File: src/rtl/recall_seq_pkg.sv
package recall_seq_pkg;

    typedef enum logic [1:0] {
        WALK_IDLE = 2'd0,
        WALK_RD   = 2'd1,
        WALK_WR   = 2'd2
    } walk_state_t;

endpackage

File: src/rtl/recall_trigger.sv
module recall_trigger #(
    parameter int PW        = 2,
    parameter int MIN_PULSE = 3,
    parameter int LOCKOUT   = 8
) (
    input  logic          clk,
    input  logic          rst_n,
    input  logic          por_req,
    input  logic          pin_in,
    input  logic [PW-1:0] pin_page,
    input  logic          cmd_req,
    input  logic [PW-1:0] cmd_page,
    input  logic          busy,
    input  logic          done,
    output logic          start_o,
    output logic [PW-1:0] start_page_o,
    output logic          start_pin_o
);
    localparam int PCW = $clog2(MIN_PULSE + 1);
    localparam int LKW = $clog2(LOCKOUT + 1);

    typedef struct packed {
        logic           prev;
        logic [PCW-1:0] pcnt;
        logic [PW-1:0]  cpage;
        logic [LKW-1:0] lock;
        logic           start;
        logic [PW-1:0]  spage;
        logic           spin;
    } trig_t;

    trig_t q, d;
    logic  fall, pin_ok, idle;

    always_comb begin
        d       = q;
        d.start = 1'b0;
        d.prev  = pin_in;
        // measure pulse width, latch page at the rising edge
        if (pin_in && !q.prev) begin
            d.pcnt  = PCW'(1);
            d.cpage = pin_page;
        end else if (pin_in && q.pcnt < PCW'(MIN_PULSE)) begin
            d.pcnt = q.pcnt + PCW'(1);
        end
        // re-trigger lockout window
        if (done) begin
            d.lock = LKW'(LOCKOUT);
        end else if (q.lock != '0) begin
            d.lock = q.lock - LKW'(1);
        end
        fall   = !pin_in && q.prev;
        pin_ok = fall && (q.pcnt >= PCW'(MIN_PULSE)) && (q.lock == '0);
        idle   = !busy && !q.start && !done;
        // priority: power-up, then recall pin, then command
        if (idle) begin
            if (por_req) begin
                d.start = 1'b1;
                d.spage = pin_page;
                d.spin  = 1'b0;
            end else if (pin_ok) begin
                d.start = 1'b1;
                d.spage = q.cpage;
                d.spin  = 1'b1;
            end else if (cmd_req) begin
                d.start = 1'b1;
                d.spage = cmd_page;
                d.spin  = 1'b0;
            end
        end
    end

    always_ff @(posedge clk or negedge rst_n) begin
        if (!rst_n) begin
            q <= '0;
        end else begin
            q <= d;
        end
    end

    assign start_o      = q.start;
    assign start_page_o = q.spage;
    assign start_pin_o  = q.spin;

    assert_start_single_R1: assert property (@(posedge clk) disable iff (!rst_n)
        start_o |=> !start_o);
    assert_no_start_busy_R5: assert property (@(posedge clk) disable iff (!rst_n)
        busy |-> !start_o);
    assert_lockout_R5: assert property (@(posedge clk) disable iff (!rst_n)
        (q.lock != '0 && fall && !por_req && !cmd_req) |=> !start_o);
    assert_short_pulse_R4: assert property (@(posedge clk) disable iff (!rst_n)
        (fall && q.pcnt < PCW'(MIN_PULSE) && !por_req && !cmd_req) |=> !start_o);

endmodule

File: src/rtl/recall_walker.sv
module recall_walker
    import recall_seq_pkg::*;
#(
    parameter int NCH = 12,
    parameter int DW  = 8,
    parameter int PW  = 2
) (
    input  logic                      clk,
    input  logic                      rst_n,
    input  logic                      start,
    input  logic [PW-1:0]             start_page,
    input  logic                      start_pin,
    output logic                      ee_rd_en,
    output logic [PW+$clog2(NCH)-1:0] ee_rd_addr,
    input  logic [DW-1:0]             ee_rd_data,
    output logic                      dac_we,
    output logic [$clog2(NCH)-1:0]    dac_sel,
    output logic [DW-1:0]             dac_wdata,
    output logic                      busy,
    output logic                      done,
    output logic                      prog_dis
);
    localparam int CW = $clog2(NCH);
    localparam int AW = PW + CW;

    typedef struct packed {
        walk_state_t   state;
        logic [CW-1:0] ch;
        logic [PW-1:0] page;
        logic          pin;
        logic          done;
        logic          prog_dis;
    } walk_t;

    walk_t q, d;

    always_comb begin
        d          = q;
        d.done     = 1'b0;
        d.prog_dis = 1'b0;
        unique case (q.state)
            WALK_IDLE: begin
                if (start) begin
                    d.state = WALK_RD;
                    d.ch    = '0;
                    d.page  = start_page;
                    d.pin   = start_pin;
                end
            end
            WALK_RD: d.state = WALK_WR;
            WALK_WR: begin
                if (q.ch == CW'(NCH - 1)) begin
                    d.state    = WALK_IDLE;
                    d.done     = 1'b1;
                    d.prog_dis = q.pin;
                end else begin
                    d.ch    = q.ch + CW'(1);
                    d.state = WALK_RD;
                end
            end
            default: d.state = WALK_IDLE;
        endcase
    end

    always_ff @(posedge clk or negedge rst_n) begin
        if (!rst_n) begin
            q <= '0;
        end else begin
            q <= d;
        end
    end

    assign ee_rd_en   = (q.state == WALK_RD);
    assign ee_rd_addr = {q.page, q.ch};
    assign dac_we     = (q.state == WALK_WR);
    assign dac_sel    = q.ch;
    assign dac_wdata  = ee_rd_data;
    assign busy       = (q.state != WALK_IDLE);
    assign done       = q.done;
    assign prog_dis   = q.prog_dis;

    assert_write_follows_read_R2: assert property (@(posedge clk) disable iff (!rst_n)
        dac_we |-> ($past(ee_rd_en) && dac_sel == $past(ee_rd_addr[CW-1:0])));
    assert_channel_step_R2: assert property (@(posedge clk) disable iff (!rst_n)
        (dac_we && dac_sel != '0) |-> (dac_sel == $past(dac_sel, 2) + CW'(1)));
    assert_page_hold_R3: assert property (@(posedge clk) disable iff (!rst_n)
        (busy && $past(busy)) |-> $stable(ee_rd_addr[AW-1:CW]));
    assert_done_timing_R6: assert property (@(posedge clk) disable iff (!rst_n)
        done |-> (!busy && $past(dac_we) && $past(dac_sel) == CW'(NCH - 1)));
    assert_prog_dis_R7: assert property (@(posedge clk) disable iff (!rst_n)
        prog_dis |-> done);
    assert_exclusive_R2: assert property (@(posedge clk) disable iff (!rst_n)
        $onehot0({ee_rd_en, dac_we}));

endmodule

File: src/rtl/recall_seq.sv
module recall_seq #(
    parameter int NCH       = 12,
    parameter int DW        = 8,
    parameter int PW        = 2,
    parameter int MIN_PULSE = 3,
    parameter int LOCKOUT   = 8
) (
    input  logic                      clk,
    input  logic                      rst_n,
    input  logic                      por_req,
    input  logic                      recall_pin,
    input  logic [PW-1:0]             pin_page,
    input  logic                      cmd_req,
    input  logic [PW-1:0]             cmd_page,
    output logic                      ee_rd_en,
    output logic [PW+$clog2(NCH)-1:0] ee_rd_addr,
    input  logic [DW-1:0]             ee_rd_data,
    output logic                      dac_we,
    output logic [$clog2(NCH)-1:0]    dac_sel,
    output logic [DW-1:0]             dac_wdata,
    output logic                      busy,
    output logic                      done,
    output logic                      prog_dis
);
    logic          start;
    logic [PW-1:0] start_page;
    logic          start_pin;

    recall_trigger #(
        .PW(PW), .MIN_PULSE(MIN_PULSE), .LOCKOUT(LOCKOUT)
    ) u_trigger (
        .clk(clk), .rst_n(rst_n),
        .por_req(por_req), .pin_in(recall_pin), .pin_page(pin_page),
        .cmd_req(cmd_req), .cmd_page(cmd_page),
        .busy(busy), .done(done),
        .start_o(start), .start_page_o(start_page), .start_pin_o(start_pin)
    );

    recall_walker #(
        .NCH(NCH), .DW(DW), .PW(PW)
    ) u_walker (
        .clk(clk), .rst_n(rst_n),
        .start(start), .start_page(start_page), .start_pin(start_pin),
        .ee_rd_en(ee_rd_en), .ee_rd_addr(ee_rd_addr), .ee_rd_data(ee_rd_data),
        .dac_we(dac_we), .dac_sel(dac_sel), .dac_wdata(dac_wdata),
        .busy(busy), .done(done), .prog_dis(prog_dis)
    );

    assert_reset_quiet_R8: assert property (@(posedge clk) disable iff (!rst_n)
        $rose(rst_n) |-> (!busy && !done && !prog_dis));

endmodule

File: config.mk
export PLATFORM = sky130hd
export DESIGN_NAME = recall_seq
export DESIGN_NICKNAME = d
export VERILOG_FILES = /design/src/rtl/recall_seq_pkg.sv /design/src/rtl/recall_trigger.sv /design/src/rtl/recall_walker.sv /design/src/rtl/recall_seq.sv
export SDC_FILE = /design/constraint.sdc
export NUM_CORES = 1
export LEC_CHECK = 0
export BUFFER_PORTS_ARGS = -buffer_cell sky130_fd_sc_hd__buf_4
export CAP_MARGIN = 20
export CORE_MARGIN = 8
export CORE_UTILIZATION = 40
export DETAILED_ROUTE_END_ITERATION = 10
export GPL_TIMING_DRIVEN = 0
export PLACE_DENSITY = 0.74
export SYNTH_ARGS = -nofsm -noshare
export SYNTH_HDL_FRONTEND = slang
export SYNTH_SLANG_ARGS = --single-unit
File: constraint.sdc
create_clock -name clk -period 1.8 [get_ports clk]
set_input_delay 0.54 -clock clk [delete_from_list [all_inputs] [get_ports clk]]
set_output_delay 0.54 -clock clk [all_outputs]
set_load 0.005 [all_outputs]
==> summary.txt <==
Die
  • IO Count: 40
  • FP Rows: 20
  • Vert. Die Dim: between 70 and 80 um
  • Core ar.: 0.00300 mm^2
  • Chip width: roughly 72 um
  • Initial core utilization: 41.3%
  • DIE AREA: 0.00513 mm^2

Worst hold path
  • HP Class: in -> async

Synthesis
  • Post-synth top area cell: dfrtp_1
  • Synth top area share: a little under 50%
  • #FFs+latches synth: 24
  • Synth area leaders: dfrtp_1 (48%), buf_4 (11%), nand2_1 (4.2%)
  • Synth Warn #: 0
  • Cell Area, Synth: about 0.0012 mm^2
  • Distinct cells, synth: 34
  • Syn nets: 142
  • Synth Instances: around 120
  • Syn_area_per_cell: just over 10 um^2
  • Sequential share of the synthesized area: ~48%
  • EDFF count, synth: 0
  • Synth Flop Type: dfrtp_1
  • Synth async-reset ratio: 100%

Clock network
  • Clock transition at path regs: between 0.1 and 0.15 ns
  • CTS tree: yes
  • Max Root-Sink Buffers: 2
  • Clock sink count: 24
  • Num CTS Buffers: 3
  • H-tree depth: 1
  • Clk Tree Root Cell: clkbuf_4
  • Clock Latency Late Sink: 0.31 ns

Timing
  • Slew Limit Fails: 0
  • Final worst-path cycle share: 94.4%
  • Slew margin rel.: approximately 80%
  • RSZ-0062 raised after global routing: no
  • Peak Freq: 588 MHz
  • Hold_ws: around 0.099 ns
  • Final Skew: slightly below 0.006 ns
  • Fin. Hold Viols: 0
  • Setup violators final: 0
  • Setup TNS Final: 0 ns
  • Fin crit period: roughly 1.7 ns
  • Slew @ Worst Pin: 0.304 ns

Route
  • DR iter-0 viols: 24
  • Via density per instance: between 4 and 5
  • Total Wirelength: between 2000 and 2500 um
  • Routed wire per std cell: 12.3 um
  • Pre-Repair DR Iteration Count: 4
  • Antenna-violating nets left: 0
  • Total number of vias: 944
  • Drt drc: 0

GRT
  • First-pass GRT wire length: 3950 um
  • GRT overflow: 0
  • Initial antenna violation count: 0
  • Vias in the first global route: a little under 1000
  • Largest net degree at the start of global routing: 25
  • Gr usage total: 9.39%

Worst setup path
  • Reg2reg path depth: 6
  • Worst path arrival time: 1.93 ns
  • Reg-to-reg startpoint: u_trigger.q[4]
  • Setup crit start: u_trigger.q[4]
  • Max FO, Critical Path: 6
  • Setup slack, reg-to-reg: roughly 0.10 ns
  • Crit start category: register
  • Crit end category: register
  • Required @ worst endpoint: slightly above 2 ns
  • R2r endpoint: u_trigger.start_page_o[0]
  • Path type of the worst setup path: reg -> reg

Finish
  • ANT cells: 0
  • Final Util: between 50% and 60%
  • Commonest non-fill, non-tap cells in the layout: buf_4 (52), dfrtp_1 (24), nand2_1 (14)
  • Syn-to-layout area delta: 26.8%
  • Post-layout nets: approximately 180
  • Layout Cells excl Fill: 192
  • Share of layout cells above drive strength 1: between 40 and 50%
  • Fill count: 272
  • Most common cell after layout, fill and taps aside: buf_4

Placement
  • Placed Cells: 186
  • RePlAce Congestion: around 0.77
  • DP HPWL: between 1500 and 2000 um
  • # port buffers: 31

Status
  • Status: completed

Run
  • Max-Cap Viols: 0

Pwr
  • Lkg Pwr: just over 0.8 nW
  • Pwr dens: between 1000 and 1500 mW/mm^2
  • Peak supply drop: between 0.4 and 0.5 mV
-- cells in the mapped netlist (2+ instances only) --
cell type  count
dfrtp_1       24
and2_1         2
nor2_1         7
nand2_1       14
o22ai_1        2
or3_1          2
a41o_1         2
inv_1          8
a221o_1        2
a21oi_1        4
nand3_1        3
nor2b_1        5
mux2_2         2
ha_1           3
mux2_1         2
buf_4         18
o21ai_1        4
a31oi_1        2
-- metal layers --
| metal | wire [um] | part of all wire, % | track usage (%) | vias up |
|---|---|---|---|---|
| met1 | 1090 | 46 | 10.3 | 437 |
| met2 | 1040 | 44 | 15.4 | 32 |
| li1 | - | - | - | 471 |
| met5 | 0 | 0 | 0 | - |
| met4 | 44 | 1.9 | 6.35 | 0 |
| met3 | 180 | 7.6 | 2.65 | 4 |
-- registers in the layout, summed over array words and instances (netlist names) --
| signal | count |
|---|---|
| u_trigger.q | 9 |
| u_walker.dac_sel | 4 |
| u_walker.q | 3 |
| u_trigger.start_page_o | 2 |
| u_walker.ee_rd_addr | 2 |
| u_trigger.start_o | 1 |
| u_trigger.start_pin_o | 1 |
| u_walker.done | 1 |
| u_walker.prog_dis | 1 |
-- worst max path at each step --
stage / cells after the start / endpoint / slack [ns]
2_1_floorplan: 6 / u_trigger.start_page_o[0] / 0.25
3_3_place_gp: 6 / u_trigger.start_page_o[0] / 0.13
3_5_place_dp: 6 / u_trigger.start_page_o[0] / 0.06
4_1_cts: 6 / u_trigger.start_page_o[0] / 0.03
5_1_grt: 6 / u_trigger.start_page_o[0] / 0.007
6_report: 6 / u_trigger.start_page_o[0] / 0.10
-- stage by stage --
stage,total power [mW],worst slack (ns),area [um^2]
final,2.12,0.100,1570
after detailed placement,1.85,0.0553,1510
after global routing,2.32,0.00718,1570
after global placement,1.79,0.128,1510
after floorplan,1.50,0.246,1240
after CTS,2.07,0.0283,1540
-- final cells by class --
type                       count  area [um^2]  area share, %
sequential                    24          601           38.2
multi-input combinational     71          482           30.7
timing repair buffer          34          255           16.3
buffer                        18          135           8.61
tap                           33         41.3           2.63
inverter                       9         33.8           2.15
clock buffer                   3         22.5           1.43
-- critical path, stage by stage, from the launching register on --
cell	delay, ns
dfrtp_1	0.39
inv_1	0.14
ha_4	0.18
nor3b_4	0.28
nand3_2	0.18
a221o_1	0.33
o22ai_1	0.11
-- power by group --
part	internal (mW)	switching (mW)	total, mW
sequential	0.720	0.151	0.872
clock	0.0781	0.146	0.225
combinational	0.589	0.439	1.03
total	1.39	0.737	2.12
-- logic make-up (layout without fill, tap and decap cells) --
family / count (synthesis) / count (layout) / synth area share, %
mux: 4 / 4 / 3.64
simple gates: 41 / 41 / 18.2
fa+ha+maj: 3 / 3 / 3.03
compound gates: 21 / 21 / 11.6
xor+xnor: 2 / 2 / 1.41
flops: 24 / 24 / 48.5
buf+inv: 27 / 64 / 13.6
-- timing repair --
| item | 4_1_cts | 5_1_grt |
|---|---|---|
| gates resized for setup | 0 | 2 |
| hold buffers | 0 | 0 |
| setup endpoints to repair | 0 | 2 |
| buffers inserted | 0 | 3 |
Note: power is estimated with default switching activity, not from simulation.
